## src/rtl/lc_pkg.sv

```systemverilog
package lc_pkg;
    localparam int DBG_W     = 32;
    localparam int PHY_AW    = 16;
    localparam int PHY_DW    = 16;
    localparam int LTSSM_W   = 6;
    localparam int UP_BIT    = 4;
    localparam int TRAIN_BIT = 29;

    localparam logic [LTSSM_W-1:0] LTSSM_RCVR_LOCK = 6'h0D;
    localparam logic [PHY_AW-1:0]  RXSTAT_ADDR     = 16'h100D;
    localparam logic [PHY_AW-1:0]  RXOVR_ADDR      = 16'h1005;
    localparam logic [PHY_DW-1:0]  RXOVR_BITS      = 16'h0028;

    typedef enum logic [3:0] {
        ST_IDLE,
        ST_EVAL,
        ST_RETRY,
        ST_RXV,
        ST_OVR_RD1,
        ST_OVR_SET,
        ST_HOLD,
        ST_OVR_RD2,
        ST_OVR_CLR
    } lc_state_e;

    typedef struct packed {
        logic              wr;
        logic [PHY_AW-1:0] addr;
        logic [PHY_DW-1:0] data;
    } phy_cmd_t;

    function automatic logic is_phy_phase(lc_state_e s);
        return (s == ST_RXV) || (s == ST_OVR_RD1) || (s == ST_OVR_SET) ||
               (s == ST_OVR_RD2) || (s == ST_OVR_CLR);
    endfunction

    function automatic logic [PHY_DW-1:0] ovr_apply(logic [PHY_DW-1:0] v, logic set);
        return set ? (v | RXOVR_BITS) : (v & ~RXOVR_BITS);
    endfunction
endpackage

```

## src/rtl/lc_status_decode.sv

```systemverilog
module lc_status_decode
    import lc_pkg::*;
(
    input  logic [DBG_W-1:0]  dbg_r0,
    input  logic [DBG_W-1:0]  dbg_r1,
    input  logic [PHY_DW-1:0] rx_word,
    output logic              link_up,
    output logic              in_train,
    output logic              stall
);
    logic rx_valid;
    logic unused_dbg_bits;

    assign link_up  = dbg_r1[UP_BIT];
    assign in_train = dbg_r1[TRAIN_BIT];
    assign rx_valid = rx_word[0];
    assign stall    = !rx_valid && (dbg_r0[LTSSM_W-1:0] == LTSSM_RCVR_LOCK);

    assign unused_dbg_bits = ^{dbg_r0[DBG_W-1:LTSSM_W], dbg_r1[DBG_W-1:TRAIN_BIT+1],
                               dbg_r1[TRAIN_BIT-1:UP_BIT+1], dbg_r1[UP_BIT-1:0],
                               rx_word[PHY_DW-1:1]};
endmodule

```

## src/rtl/lc_tick_timer.sv

```systemverilog
module lc_tick_timer #(
    parameter int LIMIT = 2
) (
    input  logic clk,
    input  logic rst,
    input  logic clr,
    input  logic tick,
    output logic expired
);
    localparam int CW = $clog2(LIMIT + 1);

    logic [CW-1:0] cnt;

    always_ff @(posedge clk) begin
        if (rst || clr) begin
            cnt <= '0;
        end else if (tick && !expired) begin
            cnt <= cnt + CW'(1);
        end
    end

    assign expired = (cnt == CW'(LIMIT));

    a_r7_timer_bound: assert property (@(posedge clk) disable iff (rst)
        cnt <= CW'(LIMIT));
endmodule

```

## src/rtl/lc_phy_port.sv

```systemverilog
module lc_phy_port
    import lc_pkg::*;
(
    input  logic              clk,
    input  logic              rst,
    input  logic              issue,
    input  phy_cmd_t          cmd,
    input  logic [PHY_DW-1:0] phy_rdata,
    input  logic              phy_done,
    input  logic              phy_timeout,
    output logic              phy_req,
    output logic              phy_wr,
    output logic [PHY_AW-1:0] phy_addr,
    output logic [PHY_DW-1:0] phy_wdata,
    output logic              rsp_valid,
    output logic              rsp_err,
    output logic [PHY_DW-1:0] rsp_data
);
    phy_cmd_t cmd_q;
    logic     req_q;

    always_ff @(posedge clk) begin
        if (rst) begin
            req_q     <= 1'b0;
            cmd_q     <= '0;
            rsp_valid <= 1'b0;
            rsp_err   <= 1'b0;
            rsp_data  <= '0;
        end else begin
            rsp_valid <= 1'b0;
            if (req_q && (phy_done || phy_timeout)) begin
                req_q     <= 1'b0;
                rsp_valid <= 1'b1;
                rsp_err   <= phy_timeout;
                rsp_data  <= phy_rdata;
            end else if (issue && !req_q) begin
                req_q <= 1'b1;
                cmd_q <= cmd;
            end
        end
    end

    assign phy_req   = req_q;
    assign phy_wr    = cmd_q.wr;
    assign phy_addr  = cmd_q.addr;
    assign phy_wdata = cmd_q.data;

    a_r10_hold_request: assert property (@(posedge clk) disable iff (rst)
        (phy_req && !phy_done && !phy_timeout) |=>
            (phy_req && $stable(phy_wr) && $stable(phy_addr) && $stable(phy_wdata)));

    a_r10_single_outstanding: assert property (@(posedge clk) disable iff (rst)
        issue |-> !phy_req);
endmodule

```

## src/rtl/lc_gen2_stall_guard.sv

```systemverilog
module lc_gen2_stall_guard
    import lc_pkg::*;
#(
    parameter int RETRY_MAX = 5,
    parameter int RETRY_MS  = 1,
    parameter int HOLD_MS   = 2
) (
    input  logic              clk,
    input  logic              rst,
    input  logic              ms_tick,
    input  logic              check_start,
    input  logic [DBG_W-1:0]  dbg_r0,
    input  logic [DBG_W-1:0]  dbg_r1,
    input  logic [PHY_DW-1:0] phy_rdata,
    input  logic              phy_done,
    input  logic              phy_timeout,
    output logic              phy_req,
    output logic              phy_wr,
    output logic [PHY_AW-1:0] phy_addr,
    output logic [PHY_DW-1:0] phy_wdata,
    output logic              chk_busy,
    output logic              chk_done,
    output logic              link_ok,
    output logic              phy_err
);
    localparam int RW = $clog2(RETRY_MAX + 1);

    lc_state_e         state;
    logic              pend;
    logic [RW-1:0]     retries;
    logic [PHY_DW-1:0] ovr_q;
    logic              issue;
    phy_cmd_t          cmd;
    logic              rsp_valid, rsp_err;
    logic [PHY_DW-1:0] rsp_data;
    logic              link_up, in_train, stall;
    logic              retry_exp, hold_exp;

    lc_status_decode u_decode (
        .dbg_r0   (dbg_r0),
        .dbg_r1   (dbg_r1),
        .rx_word  (rsp_data),
        .link_up  (link_up),
        .in_train (in_train),
        .stall    (stall)
    );

    lc_tick_timer #(.LIMIT(RETRY_MS)) u_retry_timer (
        .clk     (clk),
        .rst     (rst),
        .clr     (state != ST_RETRY),
        .tick    (ms_tick),
        .expired (retry_exp)
    );

    lc_tick_timer #(.LIMIT(HOLD_MS)) u_hold_timer (
        .clk     (clk),
        .rst     (rst),
        .clr     (state != ST_HOLD),
        .tick    (ms_tick),
        .expired (hold_exp)
    );

    always_comb begin
        cmd = '0;
        case (state)
            ST_RXV:     cmd = '{wr: 1'b0, addr: RXSTAT_ADDR, data: '0};
            ST_OVR_RD1,
            ST_OVR_RD2: cmd = '{wr: 1'b0, addr: RXOVR_ADDR, data: '0};
            ST_OVR_SET: cmd = '{wr: 1'b1, addr: RXOVR_ADDR, data: ovr_apply(ovr_q, 1'b1)};
            ST_OVR_CLR: cmd = '{wr: 1'b1, addr: RXOVR_ADDR, data: ovr_apply(ovr_q, 1'b0)};
            default:    cmd = '0;
        endcase
    end

    assign issue = is_phy_phase(state) && !pend;

    lc_phy_port u_port (
        .clk         (clk),
        .rst         (rst),
        .issue       (issue),
        .cmd         (cmd),
        .phy_rdata   (phy_rdata),
        .phy_done    (phy_done),
        .phy_timeout (phy_timeout),
        .phy_req     (phy_req),
        .phy_wr      (phy_wr),
        .phy_addr    (phy_addr),
        .phy_wdata   (phy_wdata),
        .rsp_valid   (rsp_valid),
        .rsp_err     (rsp_err),
        .rsp_data    (rsp_data)
    );

    always_ff @(posedge clk) begin
        if (rst) begin
            state    <= ST_IDLE;
            pend     <= 1'b0;
            retries  <= '0;
            ovr_q    <= '0;
            link_ok  <= 1'b0;
            phy_err  <= 1'b0;
            chk_done <= 1'b0;
        end else begin
            chk_done <= 1'b0;
            if (issue) pend <= 1'b1;
            case (state)
                ST_IDLE: begin
                    if (check_start) begin
                        retries <= '0;
                        link_ok <= 1'b0;
                        phy_err <= 1'b0;
                        state   <= ST_EVAL;
                    end
                end
                ST_EVAL: begin
                    if (!link_up) begin
                        state <= ST_RXV;
                    end else if (!in_train) begin
                        link_ok  <= 1'b1;
                        chk_done <= 1'b1;
                        state    <= ST_IDLE;
                    end else if (retries == RW'(RETRY_MAX)) begin
                        state <= ST_RXV;
                    end else begin
                        retries <= retries + RW'(1);
                        state   <= ST_RETRY;
                    end
                end
                ST_RETRY: if (retry_exp) state <= ST_EVAL;
                ST_HOLD:  if (hold_exp)  state <= ST_OVR_RD2;
                default: begin
                    if (rsp_valid) begin
                        pend <= 1'b0;
                        if (rsp_err) begin
                            phy_err  <= 1'b1;
                            chk_done <= 1'b1;
                            state    <= ST_IDLE;
                        end else begin
                            case (state)
                                ST_RXV: begin
                                    if (stall) begin
                                        state <= ST_OVR_RD1;
                                    end else begin
                                        chk_done <= 1'b1;
                                        state    <= ST_IDLE;
                                    end
                                end
                                ST_OVR_RD1: begin
                                    ovr_q <= rsp_data;
                                    state <= ST_OVR_SET;
                                end
                                ST_OVR_SET: state <= ST_HOLD;
                                ST_OVR_RD2: begin
                                    ovr_q <= rsp_data;
                                    state <= ST_OVR_CLR;
                                end
                                default: begin
                                    chk_done <= 1'b1;
                                    state    <= ST_IDLE;
                                end
                            endcase
                        end
                    end
                end
            endcase
        end
    end

    assign chk_busy = (state != ST_IDLE);

    a_r11_idle_quiet: assert property (@(posedge clk) disable iff (rst)
        !chk_busy |-> !phy_req);

    a_r8_ok_excludes_err: assert property (@(posedge clk) disable iff (rst)
        link_ok |-> !phy_err);

    a_r6_write_target: assert property (@(posedge clk) disable iff (rst)
        (phy_req && phy_wr) |-> (phy_addr == RXOVR_ADDR));

    a_r2_retry_bound: assert property (@(posedge clk) disable iff (rst)
        retries <= RW'(RETRY_MAX));

    a_r9_abort_quiet: assert property (@(posedge clk) disable iff (rst)
        (chk_done && phy_err) |=> !phy_req);

    a_r1_ok_no_access: assert property (@(posedge clk) disable iff (rst)
        (chk_done && link_ok) |-> !phy_req);
endmodule

```

## config.mk

```make
export PLATFORM = sky130hd
export DESIGN_NAME = lc_gen2_stall_guard
export DESIGN_NICKNAME = d
export VERILOG_FILES = /design/src/rtl/lc_pkg.sv /design/src/rtl/lc_status_decode.sv /design/src/rtl/lc_tick_timer.sv /design/src/rtl/lc_phy_port.sv /design/src/rtl/lc_gen2_stall_guard.sv
export SDC_FILE = /design/constraint.sdc
export NUM_CORES = 1
export LEC_CHECK = 0
export BUFFER_PORTS_ARGS = -buffer_cell sky130_fd_sc_hd__buf_2
export CAP_MARGIN = 25
export CORE_ASPECT_RATIO = 0.75
export CORE_MARGIN = 2
export CORE_UTILIZATION = 40
export CTS_BUF_LIST = sky130_fd_sc_hd__clkbuf_4 sky130_fd_sc_hd__clkbuf_8 sky130_fd_sc_hd__clkbuf_16
export DETAILED_ROUTE_END_ITERATION = 7
export MAX_ROUTING_LAYER = met4
export PLACE_DENSITY = 0.65
export SETUP_SLACK_MARGIN = 0.1
export SLEW_MARGIN = 20
export SYNTH_ARGS = -nofsm -noshare
export SYNTH_HDL_FRONTEND = slang
export SYNTH_HIERARCHICAL = 1
export SYNTH_SLANG_ARGS = --single-unit
```

## constraint.sdc

```tcl
create_clock -name clk -period 1.6 [get_ports clk]
set_input_delay 0.4 -clock clk [delete_from_list [all_inputs] [get_ports clk]]
set_output_delay 0.4 -clock clk [all_outputs]
set_load 0.03 [all_outputs]
```

==> flow_summary.toml, run 1 <==
[status]
status = "complete, but fails checks"
violations = "negative setup slack"

[worst_setup_path]
worstSetupPathDepth = 4
arrival_ps = 1210
cp.required_ps = 1200
path_class = "register to output port"
critPathSlowestCell = "dfxtp_4"
path_max_fanout = 7
crit_chain = "buf_4 -> nor2_4 -> nand2_1 -> buf_6"
startpoint_type = "register"
rr_startpoint = "state[2]"
reg2reg_depth = 9
cpPeakStageDelay_ps = 380
startpoint = "state[1]"
end_kind = "output port"
path_delay_family = "flip-flops"
critPathBufInv = 2

[clock_network]
tritoncts = "built"
clock_path_buffers = 2
numClockSinks = 78
clockRootBuffer = "clkbuf_8"
cts_made_buffers = 9
clkTransAtPathRegs_ps = 80
htree_levels = 3
clk_latency_ps = 350

[grt]
grt_overflow = 0
grt_start_max_net_pins = 55
use_met1_pct = 25.8
gr-usage-all-layers_pct = 18.0
antenna_found_initial = 0
use_met2_pct = 23.7
grt_pass1_vias = 2530
use_met3_pct = 6.01
grt_pass1_wl_microns = 12200
top_usage_layer = "met1"

[min_path]
holdPathStages = 3
hold_path.class = "input pin to register"
hp-start = "phy_rdata[10]"

[floorplanning]
coreArea_sq_um = 7950
die_x_microns = 109
fp.dieH_microns = 82.8
rows = 28
start_util_pct = 41.6
design.die.area_sq_um = 9030
pin_count = 124

[routing]
antenna_left = 0
wl_per_cell_microns = 14.0
dr.pass1.iters = 5
wl_microns = 8460
drt_iter0_markers = 119
dr_total_vias = 2964
vias_per_cell = 4.92
drc_errors = 0

[power_and_ir_drop]
power_mw = 4.12
ir_worst_vdd_v = 0.000495
leakagePower_nw = 2.02
pwr_density_cell_nw_per_um2 = 902

[sta]
fin_crit_sh_pct = 101
finalSetupViolations = 1
fin_ws_ps = -9.87
fmax_ghz = 0.621
skew_ps = 8.00
fin_crit_ps = 1610
maxSlewViolCount = 0
finalHoldViolCount = 0
rsz0062_at_grt = "true"

[place]
portBuffers = 65
place.gp.congestion = 0.866
hpwlAfterDp_microns = 5390
place_area_sq_um = 3830
place.detailed.instances = 564

[cells_and_area]
stdcell_area_sq_um = 4560
multi_input_area_sq_um = 1860
n_antenna_cell = 0
fill_cells = 700
area_growth_pct = 37.8
register_area_sq_um = 1580
layout.nets = 582
stdcell_count = 603
layout-drive-gt1-share_pct = 39.4

[synthesis]
yosysWarnings = 6
avgSynthCellArea_sq_um = 8.51
synth_cells = 389
synth_area_sq_um = 3310

[job]
maxCapViolations = 0
## layout make-up
class | count | area share (%)
Timing Repair Buffer | 108 | 17.0
Clock inverter | 6 | 1.34
Clock buffer | 10 | 3.02
Multi-Input combinational cell | 291 | 40.8
Sequential cell | 78 | 34.6
Tap cell | 105 | 2.88
Inverter | 5 | 0.411
## where the power goes
| group | internal, mW | switching (mW) |
|---|---|---|
| combinational | 0.302 | 0.344 |
| sequential | 1.97 | 0.0314 |
| clock | 0.757 | 0.708 |
| total | 3.03 | 1.08 |
## final timing paths
path                           to  slack [ps]
max                      chk_busy         -10
min           u_port/rsp_data[10]         280
max reg2reg  u_port/phy_wdata[10]          10
min reg2reg  u_port/phy_wdata[10]         450
## state kept, by name (all words and copies together), names as in the netlist, 2 cells and up
register          cells
u_port/phy_addr      16
u_port/phy_wdata     16
ovr_q                14
u_port/rsp_data      14
state                 4
retries               3
u_hold_timer/cnt      2
## routing by layer
metal	part of all wire, %	up-vias
met5	0	-
met4	0.77	0
met3	7.0	6
met2	43	86
met1	49	1389
li1	-	1483
## through the flow
stage / util [%] / setup slack, ps / hold slack, ps / setup TNS, ps
floorplan: - / -65.0 / 436 / -65.0
finish: 57.4 / -9.87 / 281 / -9.87
global placement: 48.1 / -336 / 440 / -387
CTS: 53.4 / -0.856 / 272 / -0.856
global route: 57.4 / -81.0 / 275 / -1210
detailed placement: 48.1 / -349 / 444 / -433
## worst min-delay path: stages
cell	delay (ps)
buf_2	100
nand2_1	50
a21oi_1	50
## repair_timing
action	CTS	global route
setup buffers	14	4
hold buffers	0	0
endpoints found under the setup margin	40	49
pin swaps	4	23
cloned	1	4
gates resized for setup	26	58
## placed cells by master (no fill, tap or decap), types with 2 or more instances in the layout
master     count
nor2_4         3
clkbuf_8      10
nand2_2       14
clkinv_2       3
nor2_2         3
clkbuf_16      2
xor2_1         2
nand2_1       82
o21a_1         2
nor2b_4        3
and2_1        14
nand2_4        5
o21ai_0        2
nand3_2        2
nand3b_1       2
buf_6         13
nor2_1        26
nand3_1        4
or4_1          2
a21oi_2       19
dfxtp_1       73
nor3_1         3
conb_1        12
mux2i_1       19
a21oi_1       32
nand2b_1       8
ha_1           3
inv_1          5
buf_4         27
nor2b_1        3
buf_2         63
buf_12         3
dfxtp_4        4
Note: power is estimated with default switching activity, not from simulation.
==> inputs of run 2 (changes only) <==
PLACE_DENSITY = 0.63   (was 0.65)
clock period = 1.8 ns   (was 1.6 ns; I/O delays follow)
==> flow_summary.toml, run 2 (synthesized netlist as in run 1, its figures left out) <==
[grt]
grt_pass1_vias = 2428
antenna_found_initial = 0
grt_start_max_net_pins = 34
gr-usage-all-layers_pct = 17.9
grt_pass1_wl_microns = 11800
grt_overflow = 0

[clock_network]
clk_latency_ps = 350
clock_path_buffers = 2
tritoncts = "built"
numClockSinks = 78
cts_made_buffers = 9
holdBufCountCts = 0
clockRootBuffer = "clkbuf_8"
htree_levels = 3
clkTransAtPathRegs_ps = 80

[sta]
finalSetupViolations = 0
fin_crit_sh_pct = 90.9
fmax_ghz = 0.611
finalHoldViolCount = 0
skew_ps = 12.2
rsz0062_at_grt = "false"
tns_ps = 0
fin_ws_ps = 164
maxSlewViolCount = 0
whs_ps = 333
fin_crit_ps = 1640

[cells_and_area]
layout_common_cells = "nand2_1 (100), dfxtp_1 (74), buf_2 (64), a21oi_1 (51), nor2_1 (27)"
finish.utilization_pct = 51.2
layout-drive-gt1-share_pct = 26.2
final_common_cell = "nand2_1"
layout.nets = 558
n_antenna_cell = 0
stdcell_count = 579
area_growth_pct = 22.9

[floorplanning]
fp.dieH_microns = 82.8
rows = 28
start_util_pct = 41.6
die_x_microns = 109
design.die.area_sq_um = 9030
pin_count = 124
coreArea_sq_um = 7950

[worst_setup_path]
critPathBufInv = 2
crit_end = "chk_busy"
arrival_ps = 1190
startpoint_type = "register"
path_class = "register to output port"
crit_chain = "buf_6 -> nor2_4 -> nand2_1 -> buf_6"
cpPeakStageDelay_ps = 370
r2r_slack_ps = 210
critPathMostFrequentCell = "buf_6"
path_delay_family = "flip-flops"
rr_startpoint = "state[2]"
reg2reg_depth = 7
worst_r2r_endpoint = "u_port/phy_wdata[2]"
critPathSlowestCell = "dfxtp_4"
path_max_fanout = 5
startpoint = "state[2]"
worstSetupPathDepth = 4
end_kind = "output port"
cp.required_ps = 1350

[status]
status = "completed"

[place]
dpl_worst_slack_ps = -191
place.detailed.instances = 561
hpwlAfterDp_microns = 5380
place.gp.congestion = 0.830
portBuffers = 65

[routing]
antenna_left = 0
drc_errors = 0
dr_total_vias = 2722
wl_microns = 7350
vias_per_cell = 4.70
wl_per_cell_microns = 12.7
drt_iter0_markers = 119
dr.pass1.iters = 4

[power_and_ir_drop]
leakagePower_nw = 1.80
pwr_density_cell_nw_per_um2 = 863
ir_worst_vdd_v = 0.000363

[min_path]
hold_path.class = "input pin to register"

[job]
maxCapViolations = 0
run 2: cell types whose count changed in the layout (fill, tap and decap cells not counted), sizes merged:
cell and delta:
clkinv -2, clkbuf -1, buf -22, clkinvlp +1
run 2: per-stage QoR:
step / area [sq um] / total power [mW]
after floorplan: 3350 / 2.10
after CTS: 4020 / 3.54
after detailed placement: 3800 / 2.22
final: 4070 / 3.51
after global routing: 4070 / 3.68
after global placement: 3800 / 2.21
run 2: cell type report:
cell class / instances / area, sq um
Multi-Input combinational cell: 291 / 1630
Timing Repair Buffer: 84 / 507
Clock inverter: 5 / 58.8
Fill cell: 766 / 3880
Inverter: 5 / 18.8
Sequential cell: 78 / 1580
Tap cell: 105 / 131
Clock buffer: 11 / 145
run 2: worst min path at each step:
stage | cells past startpoint | slack [ps] | end | startpoint
floorplan | 2 | 440 | u_port/rsp_data[10] | u_port/rsp_data[10]
global placement | 2 | 440 | u_port/phy_addr[5] | u_port/phy_addr[5]
detailed placement | 2 | 440 | link_ok | link_ok
CTS | 3 | 320 | u_port/rsp_data[0] | phy_rdata[0]
global route | 3 | 300 | u_port/rsp_data[14] | phy_rdata[14]
finish | 3 | 330 | u_port/rsp_data[14] | phy_rdata[14]
run 2: power by group:
| group | total [mW] | switching, mW | internal, mW |
|---|---|---|---|
| combinational | 0.408 | 0.231 | 0.177 |
| clock | 1.31 | 0.619 | 0.693 |
| sequential | 1.79 | 0.0373 | 1.76 |
run 2: timing repair:
item	4_1_cts	5_1_grt
resized for setup	8	11
endpoints found under the setup margin	16	19
setup buffers	0	2
pin swaps	0	2
run 2: worst reg2reg max path: cells and delay by family (launching register included):
family                 cells  cell delay [ps]
and+or+nand+nor            4              740
DFF                        1              380
AOI/OAI and AO/OA          2              260
buffers and inverters      1              140
run 2: layer usage:
metal	wire length, microns	part of all wire, %	GRT usage (%)	vias to the layer above
li1	-	-	-	1432
met1	3680	50	24.6	1214
met4	70	0.95	6.15	0
met2	3090	42	24.8	71
met3	515	7.0	5.54	5
met5	0	0	-	-
==> inputs of run 3 (changes only) <==
CTS_BUF_LIST = sky130_fd_sc_hd__clkbuf_16   (was sky130_fd_sc_hd__clkbuf_4 sky130_fd_sc_hd__clkbuf_8 sky130_fd_sc_hd__clkbuf_16)
==> flow_summary.toml, run 3 (synthesized netlist as in run 1, its figures left out) <==
[place]
portBuffers = 65
hpwlAfterDp_microns = 5380
place.gp.congestion = 0.830
place.detailed.instances = 561

[routing]
dr_total_vias = 2727
dr.pass1.iters = 4
drc_errors = 0
drt_iter0_markers = 156
wl_per_cell_microns = 13.4
vias_per_cell = 4.70
wl_microns = 7760
antenna_left = 0

[floorplanning]
pin_count = 124
fp.dieH_microns = 82.8
die_x_microns = 109
start_util_pct = 41.6
coreArea_sq_um = 7950
rows = 28
design.die.area_sq_um = 9030

[status]
status = "completed"

[worst_setup_path]
end_kind = "output port"
worst_r2r_endpoint = "ovr_q[8]"
cp.required_ps = 1350
startpoint_type = "register"
path_class = "register to output port"
path_max_fanout = 6
reg2reg_depth = 5
r2r_slack_ps = 230
rr_startpoint = "state[1]"
arrival_ps = 1210

[clock_network]
clockRootBuffer = "clkbuf_16"
holdBufCountCts = 0
tritoncts = "built"
clkTransAtPathRegs_ps = 60
clk_latency_ps = 330
clock_path_buffers = 2
htree_levels = 3
numClockSinks = 78
cts_made_buffers = 9

[cells_and_area]
layout_common_cells = "nand2_1 (100), dfxtp_1 (74), buf_2 (64), a21oi_1 (51), nor2_1 (27)"
final_common_cell = "nand2_1"
layout-drive-gt1-share_pct = 26.1
n_antenna_cell = 0
layout.nets = 559
stdcell_count = 580
area_growth_pct = 26.8

[sta]
fin_crit_ps = 1660
finalSetupViolations = 0
maxSlewViolCount = 0
fmax_ghz = 0.603
rsz0062_at_grt = "true"
fin_crit_sh_pct = 92.2
skew_ps = 7.10
whs_ps = 360
tns_ps = 0
finalHoldViolCount = 0

[grt]
grt_overflow = 0
grt_pass1_wl_microns = 12000
grt_start_max_net_pins = 34
gr-usage-all-layers_pct = 18.1
grt_pass1_vias = 2449
antenna_found_initial = 0

[min_path]
hold_path.class = "input pin to register"
whs_endpoint = "u_port/rsp_data[14]"
hp-start = "phy_rdata[14]"
holdPathStages = 3

[power_and_ir_drop]
power_mw = 3.97
pwr_density_cell_nw_per_um2 = 946
leakagePower_nw = 1.86
ir_worst_vdd_v = 0.000418

[job]
maxCapViolations = 0
-- run 3: worst max-delay path, stage by stage (launching register included) --
cell and delay (ps):
dfxtp_4 360, buf_4 160, nor2_4 130, nand2_1 60
clkbuf_4 170
-- run 3: how the worst max path moves through the flow --
stage               startpoint             endpoint  depth (start not counted)  slack, ps
finish                state[2]             chk_busy                          4        140
global route          state[0]  u_port/phy_wdata[2]                          7         80
CTS                   state[0]             chk_busy                          4        120
detailed placement   dbg_r0[1]             chk_done                          7       -190
global placement     dbg_r0[1]             chk_done                          7       -190
floorplan            dbg_r0[1]             chk_done                          6         80
-- run 3: metrics by stage --
stage	worst slack [ps]	instance area [sq um]	util, %
finish	141	4200	52.8
global route	76.1	4200	52.8
CTS	121	4100	51.6
detailed placement	-191	3800	47.8
global placement	-190	3800	47.8
floorplan	84.5	3350	-
-- run 3: power breakdown --
part	internal [mW]	total (mW)	switching, mW
Clock	1.06	1.75	0.689
Sequential	1.76	1.80	0.0375
Combinational	0.184	0.424	0.240
-- run 3: layer usage --
| metal | vias to the layer above | wire, microns | track usage (%) | share of wire, % |
|---|---|---|---|---|
| li1 | 1435 | - | - | - |
| met1 | 1214 | 4000 | 25.3 | 52 |
| met2 | 73 | 3190 | 24.6 | 41 |
| met3 | 5 | 492 | 5.07 | 6.3 |
| met4 | 0 | 70 | 6.92 | 0.90 |
| met5 | - | 0 | - | 0 |
-- run 3: layout make-up --
cell class / instances / area, sq um
clock inverter: 7 / 66.3
clock buffer: 9 / 225
tap: 105 / 131
multi-input combinational: 291 / 1640
inverter: 5 / 18.8
fill: 744 / 3750
sequential: 78 / 1570
timing repair buffer: 85 / 538
-- run 3: timing repair --
action,CTS,global route
setup buffers,0,1
pin swaps,0,1
resized for setup,6,10
cloned,0,2
endpoints found under the setup margin,11,16
